==> config.mk <==
export PLATFORM = sky130hd
export DESIGN_NAME = deadband_pwm
export DESIGN_NICKNAME = d
export VERILOG_FILES = /design/src/rtl/dbpwm_pkg.sv /design/src/rtl/dbpwm_regs.sv /design/src/rtl/dbpwm_counter.sv /design/src/rtl/dbpwm_capture.sv /design/src/rtl/dbpwm_deadband.sv /design/src/rtl/deadband_pwm.sv
export SDC_FILE = /design/constraint.sdc
export NUM_CORES = 1
export LEC_CHECK = 0
export ABC_AREA = 1
export ABC_CLOCK_PERIOD_IN_PS = 6600
export BUFFER_PORTS_ARGS = -buffer_cell sky130_fd_sc_hd__buf_2
export CAP_MARGIN = 15
export CELL_PAD_IN_SITES_DETAIL_PLACEMENT = 1
export CELL_PAD_IN_SITES_GLOBAL_PLACEMENT = 1
export CORE_MARGIN = 2
export CORE_UTILIZATION = 40
export CTS_CLUSTER_SIZE = 25
export DETAILED_ROUTE_END_ITERATION = 8
export PLACE_DENSITY_LB_ADDON = 0.1
export SYNTH_ARGS = -nofsm -noshare
export SYNTH_HDL_FRONTEND = slang
export SYNTH_HIERARCHICAL = 1
export SYNTH_SLANG_ARGS = --single-unit
==> constraint.sdc <==
create_clock -name clk -period 6.6 [get_ports clk]
set_clock_uncertainty 0.1 [all_clocks]
set_input_delay 0.66 -clock clk [delete_from_list [all_inputs] [get_ports clk]]
set_output_delay 0.66 -clock clk [all_outputs]
set_load 0.005 [all_outputs]
==> src/rtl/dbpwm_pkg.sv <==
package dbpwm_pkg;
  localparam int ADDR_W = 3;
  localparam int CTRL_W = 5;

  typedef enum logic [ADDR_W-1:0] {
    RA_CTRL   = 3'd0,
    RA_PERIOD = 3'd1,
    RA_CMP    = 3'd2,
    RA_DEAD   = 3'd3,
    RA_CAPT   = 3'd4,
    RA_COUNT  = 3'd5
  } reg_addr_e;

  // bit 0 run, 1 single-shot, 2 count down, 3 safe out, 4 safe nout
  typedef struct packed {
    logic safe_n;
    logic safe_o;
    logic down;
    logic oneshot;
    logic run;
  } ctrl_t;
endpackage

==> src/rtl/dbpwm_regs.sv <==
module dbpwm_regs
  import dbpwm_pkg::*;
#(
  parameter int CW = 16,
  parameter int DW = 8
) (
  input  logic                clk,
  input  logic                rst,
  input  logic                wr,
  input  logic [ADDR_W-1:0]   addr,
  input  logic [CW-1:0]       wdata,
  output logic [CW-1:0]       rdata,
  input  logic                stop_req,
  input  logic [CW-1:0]       cap_val,
  input  logic [CW-1:0]       cnt_val,
  output ctrl_t               ctrl_q,
  output logic [CW-1:0]       per_buf,
  output logic [CW-1:0]       cmp_buf,
  output logic [DW-1:0]       dead_q
);
  localparam int CPAD = CW - CTRL_W;
  localparam int DPAD = CW - DW;

  logic [CW-1:0] rd_mux;

  always_ff @(posedge clk) begin
    if (rst) begin
      ctrl_q  <= '0;
      per_buf <= '0;
      cmp_buf <= '0;
      dead_q  <= '0;
    end else begin
      if (stop_req) ctrl_q.run <= 1'b0;
      if (wr) begin
        case (addr)
          RA_CTRL:   ctrl_q  <= ctrl_t'(wdata[CTRL_W-1:0]);
          RA_PERIOD: per_buf <= wdata;
          RA_CMP:    cmp_buf <= wdata;
          RA_DEAD:   dead_q  <= wdata[DW-1:0];
          default:   ;
        endcase
      end
    end
  end

  always_comb begin
    case (addr)
      RA_CTRL:   rd_mux = {{CPAD{1'b0}}, ctrl_q};
      RA_PERIOD: rd_mux = per_buf;
      RA_CMP:    rd_mux = cmp_buf;
      RA_DEAD:   rd_mux = {{DPAD{1'b0}}, dead_q};
      RA_CAPT:   rd_mux = cap_val;
      RA_COUNT:  rd_mux = cnt_val;
      default:   rd_mux = '0;
    endcase
  end

  always_ff @(posedge clk) begin
    if (rst) rdata <= '0;
    else     rdata <= rd_mux;
  end
endmodule

==> src/rtl/dbpwm_counter.sv <==
module dbpwm_counter #(
  parameter int CW = 16
) (
  input  logic          clk,
  input  logic          rst,
  input  logic          run,
  input  logic          oneshot,
  input  logic          down,
  input  logic [CW-1:0] per_buf,
  input  logic [CW-1:0] cmp_buf,
  output logic [CW-1:0] count,
  output logic [CW-1:0] per_sh,
  output logic          active,
  output logic          tc,
  output logic          stop_req,
  output logic          ovf,
  output logic          und,
  output logic          match,
  output logic          raw
);
  logic          run_d;
  logic [CW-1:0] cmp_sh;
  logic [CW-1:0] reload_val;

  assign active     = run & run_d;
  assign tc         = active & (down ? (count == '0) : (count == per_sh));
  assign stop_req   = tc & oneshot;
  assign reload_val = down ? per_buf : '0;

  always_ff @(posedge clk) begin
    if (rst) begin
      run_d  <= 1'b0;
      count  <= '0;
      per_sh <= '0;
      cmp_sh <= '0;
      ovf    <= 1'b0;
      und    <= 1'b0;
      match  <= 1'b0;
      raw    <= 1'b0;
    end else begin
      run_d <= run;
      ovf   <= tc & ~down;
      und   <= tc & down;
      match <= active & (count == cmp_sh);
      raw   <= active & (count < cmp_sh);
      if (!run) begin
        per_sh <= per_buf;
        cmp_sh <= cmp_buf;
      end else if (!run_d) begin
        per_sh <= per_buf;
        cmp_sh <= cmp_buf;
        count  <= reload_val;
      end else if (tc) begin
        if (!oneshot) begin
          per_sh <= per_buf;
          cmp_sh <= cmp_buf;
          count  <= reload_val;
        end
      end else if (down) begin
        count <= count - 1'b1;
      end else begin
        count <= count + 1'b1;
      end
    end
  end
endmodule

==> src/rtl/dbpwm_capture.sv <==
module dbpwm_capture #(
  parameter int CW          = 16,
  parameter int SYNC_STAGES = 2
) (
  input  logic          clk,
  input  logic          rst,
  input  logic          cap_in,
  input  logic [CW-1:0] count,
  output logic [CW-1:0] cap_val
);
  logic [SYNC_STAGES-1:0] sync_q;
  logic                   prev_q;
  logic                   synced;

  assign synced = sync_q[SYNC_STAGES-1];

  always_ff @(posedge clk) begin
    if (rst) begin
      sync_q  <= '0;
      prev_q  <= 1'b0;
      cap_val <= '0;
    end else begin
      sync_q <= {sync_q[SYNC_STAGES-2:0], cap_in};
      prev_q <= synced;
      if (synced && !prev_q) cap_val <= count;
    end
  end
endmodule

==> src/rtl/dbpwm_deadband.sv <==
module dbpwm_deadband #(
  parameter int DW = 8
) (
  input  logic          clk,
  input  logic          rst,
  input  logic          en,
  input  logic          raw,
  input  logic [DW-1:0] dead,
  output logic          out_q,
  output logic          nout_q
);
  logic          raw_d;
  logic [DW-1:0] dcnt;
  logic [DW-1:0] dnext;
  logic          quiet;

  always_comb begin
    if (raw != raw_d)     dnext = dead;
    else if (dcnt != '0)  dnext = dcnt - 1'b1;
    else                  dnext = '0;
  end

  assign quiet = (dnext == '0);

  always_ff @(posedge clk) begin
    if (rst) begin
      raw_d  <= 1'b0;
      dcnt   <= '0;
      out_q  <= 1'b0;
      nout_q <= 1'b0;
    end else begin
      raw_d  <= raw;
      dcnt   <= dnext;
      out_q  <= en & raw & quiet;
      nout_q <= en & ~raw & quiet;
    end
  end
endmodule

==> src/rtl/deadband_pwm.sv <==
module deadband_pwm
  import dbpwm_pkg::*;
#(
  parameter int CNT_W       = 16,
  parameter int DEAD_W      = 8,
  parameter int SYNC_STAGES = 2
) (
  input  logic              clk,
  input  logic              rst,
  input  logic              reg_wr,
  input  logic [ADDR_W-1:0] reg_addr,
  input  logic [CNT_W-1:0]  reg_wdata,
  output logic [CNT_W-1:0]  reg_rdata,
  input  logic              cap_in,
  input  logic              kill_in,
  output logic              pwm_out,
  output logic              pwm_nout,
  output logic              ovf,
  output logic              und,
  output logic              match
);
  ctrl_t              ctrl_q;
  logic [CNT_W-1:0]   per_buf, cmp_buf, per_sh, count, cap_val;
  logic [DEAD_W-1:0]  dead_q;
  logic               active, tc, stop_req, raw;
  logic               db_out, db_nout;
  logic               kill_hold, kill_act;

  dbpwm_regs #(.CW(CNT_W), .DW(DEAD_W)) u_regs (
    .clk(clk), .rst(rst), .wr(reg_wr), .addr(reg_addr), .wdata(reg_wdata),
    .rdata(reg_rdata), .stop_req(stop_req), .cap_val(cap_val), .cnt_val(count),
    .ctrl_q(ctrl_q), .per_buf(per_buf), .cmp_buf(cmp_buf), .dead_q(dead_q)
  );

  dbpwm_counter #(.CW(CNT_W)) u_cnt (
    .clk(clk), .rst(rst), .run(ctrl_q.run), .oneshot(ctrl_q.oneshot),
    .down(ctrl_q.down), .per_buf(per_buf), .cmp_buf(cmp_buf), .count(count),
    .per_sh(per_sh), .active(active), .tc(tc), .stop_req(stop_req),
    .ovf(ovf), .und(und), .match(match), .raw(raw)
  );

  dbpwm_capture #(.CW(CNT_W), .SYNC_STAGES(SYNC_STAGES)) u_cap (
    .clk(clk), .rst(rst), .cap_in(cap_in), .count(count), .cap_val(cap_val)
  );

  dbpwm_deadband #(.DW(DEAD_W)) u_db (
    .clk(clk), .rst(rst), .en(active), .raw(raw), .dead(dead_q),
    .out_q(db_out), .nout_q(db_nout)
  );

  always_ff @(posedge clk) begin
    if (rst)                         kill_hold <= 1'b0;
    else if (kill_in)                kill_hold <= 1'b1;
    else if (tc || !ctrl_q.run)      kill_hold <= 1'b0;
  end

  assign kill_act = kill_in | kill_hold;
  assign pwm_out  = kill_act ? ctrl_q.safe_o : db_out;
  assign pwm_nout = kill_act ? ctrl_q.safe_n : db_nout;
endmodule

==> results of run 1 <==
## registers in the layout, summed over array words and instances (netlist names), 2 cells and up
signal and cells:
u_regs/dead_q 8, u_db/dcnt 8, u_cnt/cmp_sh 16, u_regs/per_buf 16, u_cnt/per_sh 16, u_regs/cmp_buf 16, u_cap/cap_val 16, u_regs/ctrl_q 5
u_cnt/count 16, u_cap/sync_q 2, u_regs/rdata 16
## layer usage
metal  global-route usage  wire length [um]
met1                0.373             13400
met2                0.427             12700
met3               0.0475              1430
met4               0.0660               406
met5                    0                 0
## tightest hold or removal path, delay by kind of cell, from the launching register on
kind / cells / cell delay, ns
buffers and inverters: 1 / 0.04
flip-flops: 1 / 0.29
AND/OR/NAND/NOR: 1 / 0.03
## cell type report
type	instances	area [sq um]	area share
timing repair buffer	48	250	0.0279
clock buffer	19	443	0.0494
tap	270	338	0.0377
inverter	137	514	0.0573
multi-input combinational	914	4370	0.487
clock inverter	13	151	0.0169
sequential	145	2900	0.324
## worst max path at each step
stage / end / slack (ns) / cells past startpoint / start
after floorplan: u_cnt/count[14]$_SDFFE_PP0P_ / 4.54 / 11 / u_regs/ctrl_q[2]$_SDFFE_PP0P_
after global placement: u_cnt/per_sh[6]$_SDFFE_PP0P_ / 3.63 / 12 / u_regs/ctrl_q[2]$_SDFFE_PP0P_
after detailed placement: kill_hold$_SDFFE_PP0P_ / 3.54 / 8 / u_cnt/run_d$_SDFF_PP0_
after CTS: kill_hold$_SDFFE_PP0P_ / 3.49 / 8 / u_cnt/run_d$_SDFF_PP0_
after global routing: kill_hold$_SDFFE_PP0P_ / 3.16 / 8 / u_cnt/run_d$_SDFF_PP0_
final: kill_hold$_SDFFE_PP0P_ / 3.43 / 8 / u_cnt/run_d$_SDFF_PP0_
## report_power, final
group	internal [mW]	switching, mW	total (mW)	leakage [nW]
combinational	0.146	0.299	0.444	2.55
clock	0.572	0.411	0.983	0.271
sequential	0.922	0.0542	0.976	1.18
total	1.64	0.764	2.40	4.00
## cells by family (layout without fill, tap and decap cells)
kind of cell    Yosys count  in the layout  synth area share
simple gates            714            714             0.374
buf+inv                 192            217             0.103
compound gates          154            154            0.0972
flops                   145            145             0.358
fa+ha+maj                33             33            0.0518
xor+xnor                 13             13            0.0164
## metrics by stage
stage / cells / util / worst slack, ns / hold WS (ns) / total power [mW]
final: 1546 / 0.448 / 3.43 / 0.296 / 2.40
after CTS: 1546 / 0.448 / 3.49 / 0.300 / 2.42
after detailed placement: 1514 / 0.418 / 3.54 / 0.296 / 1.44
after floorplan: 1251 / - / 4.54 / 0.288 / 1.32
after global placement: 1514 / 0.418 / 3.63 / 0.295 / 1.43
after global routing: 1546 / 0.448 / 3.16 / 0.322 / 2.54
## cells in the final DEF (no fill, tap or decap), drive strengths merged, types with 2 or more instances in the layout
cell type  synthesis  routed
clkbuf            20      19
o21ai             61      61
ha                32      32
nand2            324     324
nand4             18      18
xor2              11      11
or2                2       2
a21o               3       3
nand3            138     138
inv              136     140
buf               35      48
o21bai             2       2
nor2             222     222
nor4               2       2
dfxtp            145     145
xnor2              2       2
nor3               6       6
a21oi             86      86
clkinv             1       2
clkinvlp           0       6
bufinv             0       2
==> summary.md, run 1 <==
| Metric | Value |
|---|---|
| Row cnt | 52 |
| Worst path bufs/invs | 4 |
| TritonCTS clock tree | built |
| Peak VDD IR | approximately 0.18 mV |
| DIE WIDTH | 146 um |
| Period utilization | 0.480 |
| Core area | 20000 sq um |
| CTS sink cnt | ~150 |
| Top Ports | 45 |
| Worst reg2reg path startpoint | u_cnt/run_d$_SDFF_PP0_ |
| Post-Syn Instances | 1251 |
| Most used DFF post-synth | dfxtp_1 |
| Synth cell types | 38 |
| Final setup fails | 0 |
| Worst-path fanout max | 40 |
| Synth warnings | 6 |
| Cells on Worst Hold Path | 2 |
| Hold path start | u_cap/sync_q[0]$_SDFF_PP0_ |
| Run status | finished clean |
| Critical path type | reg -> reg |
| Biggest area consumer among synthesized cells | dfxtp_1 |
| Hold Path Class | reg -> reg |
| Final hold viol count | 0 |
| Relative slew slack | 0.378 |
| DRC Markers | 0 |
| Ys async rst share | 0 |
| #FFs+latches synth | 145 |
| Min Tclk post-route | 3.17 ns |
| Commonest cells in the netlist | nand2_1 (316), nor2_1 (214), dfxtp_1 (145) |
| RSZ-0062 raised after global routing | no |
| Critical path endpoint category | flop |
| HPWL Detailed | around 21000 um |
| Share of cells above drive strength 1 | 0.0917 |
| WL/cell | 18.1 um |
| CTS max path bufs | 2 |
| Synth top area share | 0.358 |
| Clk Latency, worst-skew pair | about 0.43 ns |
| Max-cap violations | 0 |
| Top cell family by delay on the critical path | buffers and inverters |
| Diode count | 0 |
| Cts bufs inserted | 17 |
| Initial drt markers | ~510 |
| Vias per cell | 5.21 |
| Syn Nets | between 1000 and 1500 |
| Crit path required time | 6.82 ns |
| PwrDens | about 270 nW/um^2 |
| Starting Density | 0.405 |
| CP peak stage delay | 0.93 ns |
| Placement Cell Area | 8380 sq um |
| Die area | around 21000 sq um |
| Root Driver | clkbuf_16 |
| Cell count of the worst reg-to-reg path | 8 |
| Reg clk slew, reported paths | 0.07 ns |
| Design Area, Final | 8970 sq um |
| Total setup buffers inserted after CTS | 0 |
| Drt first pass iters | 5 |
| Largest net degree at the start of global routing | 44 |
| DRT antenna net count | 0 |
| Antenna violations before repair | 0 |
| Seq/Total Area, Yosys | 0.358 |
| GRT overflow | 0 |
| Critical path's most frequent cell | inv_1 |
| Fin nets | 1320 |
| Synthesized area | 8110 sq um |
| Resized cells post-CTS | 0 |
| P_leak | 4.00 nW |
| CP Cell Sequence | nand2_1 -> inv_1 -> buf_4 -> nand2_2 -> clkinv_1 -> inv_1 -> a21oi_1 -> nor2_2 |
| Post-synth EDFFs | 0 |
| Synth top area cells | dfxtp_1 (36%), nand2_1 (15%), nor2_1 (9.9%) |
| CP Launch Type | flop |
| Vias in the first global route | between 7000 and 8000 |
| Routed via count | 8051 |
| Max Freq | 316 MHz |
| Filler cells | 2747 |
| First-pass GRT wire length | 44300 um |
| Routed WL | 27900 um |
| WP data arrival | around 3.4 ns |
| # hold bufs at CTS | 0 |
| Average size of a mapped cell | 6.48 sq um |
| GRT Util Overall | 0.266 |
| R2R Setup Slk | around 3.4 ns |
| Top-count cell post-synth | nand2_1 |
| FF-to-FF End | kill_hold$_SDFFE_PP0P_ |
| Crit path max-delay cell type | dfxtp_1 |
| Tightest Pin Transition | 0.932 ns |
| Setup TNS | 0 ns |
| Area Overhead vs Synth | 10.6% |
| Hold endpoint | u_cap/sync_q[1]$_SDFF_PP0_ |
| Final GP Congestion | 0.849 |
| Port bufs | 44 |
| Max-slew violation total from the final report | 0 |
| Die height | 146 um |
| Htree depth | 4 |
No activity file was read; power rests on OpenSTA's default activity.
==> inputs of run 2 (changes only) <==
--- a/config.mk
+++ b/config.mk
@@ -6,7 +6,7 @@
 export NUM_CORES = 1
 export LEC_CHECK = 0
 export ABC_AREA = 1
-export ABC_CLOCK_PERIOD_IN_PS = 6600
+export ABC_CLOCK_PERIOD_IN_PS = 2800
 export BUFFER_PORTS_ARGS = -buffer_cell sky130_fd_sc_hd__buf_2
 export CAP_MARGIN = 15
 export CELL_PAD_IN_SITES_DETAIL_PLACEMENT = 1
==> constraint.sdc (replaced) <==
create_clock -name clk -period 2.8 [get_ports clk]
set_clock_uncertainty 0.1 [all_clocks]
set_input_delay 0.28 -clock clk [delete_from_list [all_inputs] [get_ports clk]]
set_output_delay 0.28 -clock clk [all_outputs]
set_load 0.005 [all_outputs]
==> run 2 against run 1 <==
  * Register-to-register slack got worse by 3.0 ns
  * Hold slack got worse by 0.27 ns
  * Global-route usage rose by 0.19 points
  * Power rose by 130%
  * Final cell count rose by 1.6%
  * Combinational power rose by 150%
  * Worst setup slack got worse by 3.0 ns
  * Critical endpoint unchanged
  * Via count rose by 0.36%
  * Clock-buffer cell count rose by 2
  * Non-clock buffer count rose by 24
==> summary.md, run 2 (synthesis gave the netlist of run 1 again) <==
| Metric | Value |
|---|---|
| CP Cell Sequence | inv_1 -> nand2_1 -> nand2_1 -> nor2_1 -> nand2_1 -> nor2_2 -> nand3_2 -> nand2_4 -> nand2_2 -> clkinv_1 -> inv_1 -> a21oi_1 -> nor2_2 |
| Starting Density | 0.405 |
| Commonest non-fill, non-tap cell in the layout | nand2_1 |
| Port bufs | 44 |
| Initial drt markers | 477 |
| WL/cell | between 15 and 20 um |
| Most frequent cells in the layout | nand2_1 (316), nor2_1 (214), dfxtp_1 (145), nand3_1 (133), inv_1 (123) |
| CTS max path bufs | 2 |
| Crit path required time | 3.02 ns |
| Tightest Pin Transition | between 0.8 and 0.9 ns |
| Area Overhead vs Synth | 12.8% |
| Drt first pass iters | 5 |
| Register area | 2900 sq um |
| Max-slew violation total from the final report | 0 |
| Diode count | 0 |
| Final setup fails | 0 |
| CP peak stage delay | 0.57 ns |
| DRT antenna net count | 0 |
| Crit path max-delay cell type | dfxtp_1 |
| Resized cells post-CTS | 0 |
| Die area | 21400 sq um |
| CP Launch Type | flop |
| Max-cap violations | 0 |
| Root Driver | clkbuf_16 |
| Setup WS post-layout | 0.410 ns |
| Worst slack at placement | 0.475 ns |
| GRT overflow | 0 |
| RSZ-0062 raised after global routing | no |
| Top cell family by delay on the critical path | simple AND/OR/NAND/NOR gates |
| Reg clk slew, reported paths | ~0.060 ns |
| PwrDens | 609 nW/um^2 |
| Critical path type | reg -> reg |
| P_leak | 4.14 nW |
| First-pass GRT wire length | 44300 um |
| Vias in the first global route | just under 8000 |
| Filler cells | between 2000 and 3000 |
| Die height | 146 um |
| Area occupied by multi-input gates | 4370 sq um |
| Run status | finished clean |
| Setup TNS | 0 ns |
| Fin nets | roughly 1300 |
| Final hold viol count | 0 |
| Min Tclk post-route | about 2.4 ns |
| DIE WIDTH | 146 um |
| Row cnt | 52 |
| Period utilization | 0.854 |
| Share of cells above drive strength 1 | 0.107 |
| Core area | 20000 sq um |
| WP data arrival | 2.61 ns |
| GRT Util Overall | 0.268 |
| CTS sink cnt | 145 |
| Top Ports | 45 |
| Clk Latency, worst-skew pair | between 0.4 and 0.5 ns |
| TritonCTS clock tree | built |
| Cts bufs inserted | 17 |
| Antenna violations before repair | 0 |
| Largest net degree at the start of global routing | 37 |
| Peak VDD IR | 0.406 mV |
| Hold Path Class | in -> reg |
| Routed via count | a little over 8000 |
| Total setup buffers inserted after CTS | 0 |
| Final GP Congestion | 0.906 |
| Relative slew slack | 0.424 |
| Critical path endpoint category | flop |
| DRC Markers | 0 |
| Vias per cell | around 5 |
| Worst-path fanout max | 13 |
| Worst path bufs/invs | 3 |
| Max Freq | about 420 MHz |
| Critical path's most frequent cell | nand2_1 |
| HPWL Detailed | 21000 um |
| Htree depth | 4 |
| Routed WL | 28200 um |
run 2: changes by cell type in the layout (fill, tap and decap cells not counted), sizes merged:
cell | before | now
buf | 48 | 71
clkbuf | 19 | 21
inv | 140 | 139
clkinvlp | 6 | 2
bufinv | 2 | 1
dlygate4sd3 | 0 | 1
clkinv | 2 | 6
run 2: cell type report:
type | count | share of cell area
Inverter | 137 | 0.0562
Clock buffer | 21 | 0.0503
Clock inverter | 11 | 0.0114
Multi-Input combinational cell | 914 | 0.478
Tap cell | 270 | 0.0369
Timing Repair Buffer | 72 | 0.0501
Sequential cell | 145 | 0.317
run 2: through the flow:
step                 util  hold WS [ns]  cell area, sq um  power [mW]  cells
floorplan               -         0.251              8110        3.10   1251
global placement    0.428         0.294              8570        3.39   1537
detailed placement  0.428         0.300              8570        3.42   1537
CTS                 0.456        0.0164              9150        5.61   1570
global route        0.456        0.0330              9150        5.86   1570
finish              0.456        0.0234              9150        5.57   1570
run 2: path summary, 6_finish.rpt:
path	cells past startpoint	from	slack [ns]	to
max	13	u_cnt/count[1]$_SDFFE_PP0P_	0.41	kill_hold$_SDFFE_PP0P_
min reg2reg	2	u_cap/sync_q[0]$_SDFF_PP0_	0.31	u_cap/sync_q[1]$_SDFF_PP0_
min	3	reg_wdata[7]	0.02	u_regs/dead_q[7]$_SDFFE_PP0P_
max reg2reg	13	u_cnt/count[1]$_SDFFE_PP0P_	0.41	kill_hold$_SDFFE_PP0P_
run 2: metal layers:
metal / share of wire / vias to the layer above / track usage
li1: - / 4047 / -
met1: 0.51 / 3846 / 0.397
met2: 0.44 / 165 / 0.414
met3: 0.043 / 22 / 0.0375
met4: 0.012 / 0 / 0.0597
met5: 0 / - / 0
run 2: worst register-to-register path, stage by stage (launching register included):
cell	delay, ns
dfxtp_1	0.57
inv_1	0.14
nand2_1	0.10
nand2_1	0.06
nor2_1	0.10
nand2_1	0.07
nor2_2	0.12
nand3_2	0.09
nand2_4	0.13
nand2_2	0.21
clkinv_1	0.25
inv_1	0.14
a21oi_1	0.18
nor2_2	0.04
run 2: where the power goes:
group          internal [mW]  leakage [nW]  switching [mW]
Clock                   1.28         0.274           0.918
Combinational          0.363          2.69           0.738
Sequential              2.17          1.18           0.104
run 2: timing repair:
item	CTS	global route
hold endpoints to repair	1	0
endpoints found under the setup margin	0	0
hold buffers	1	0
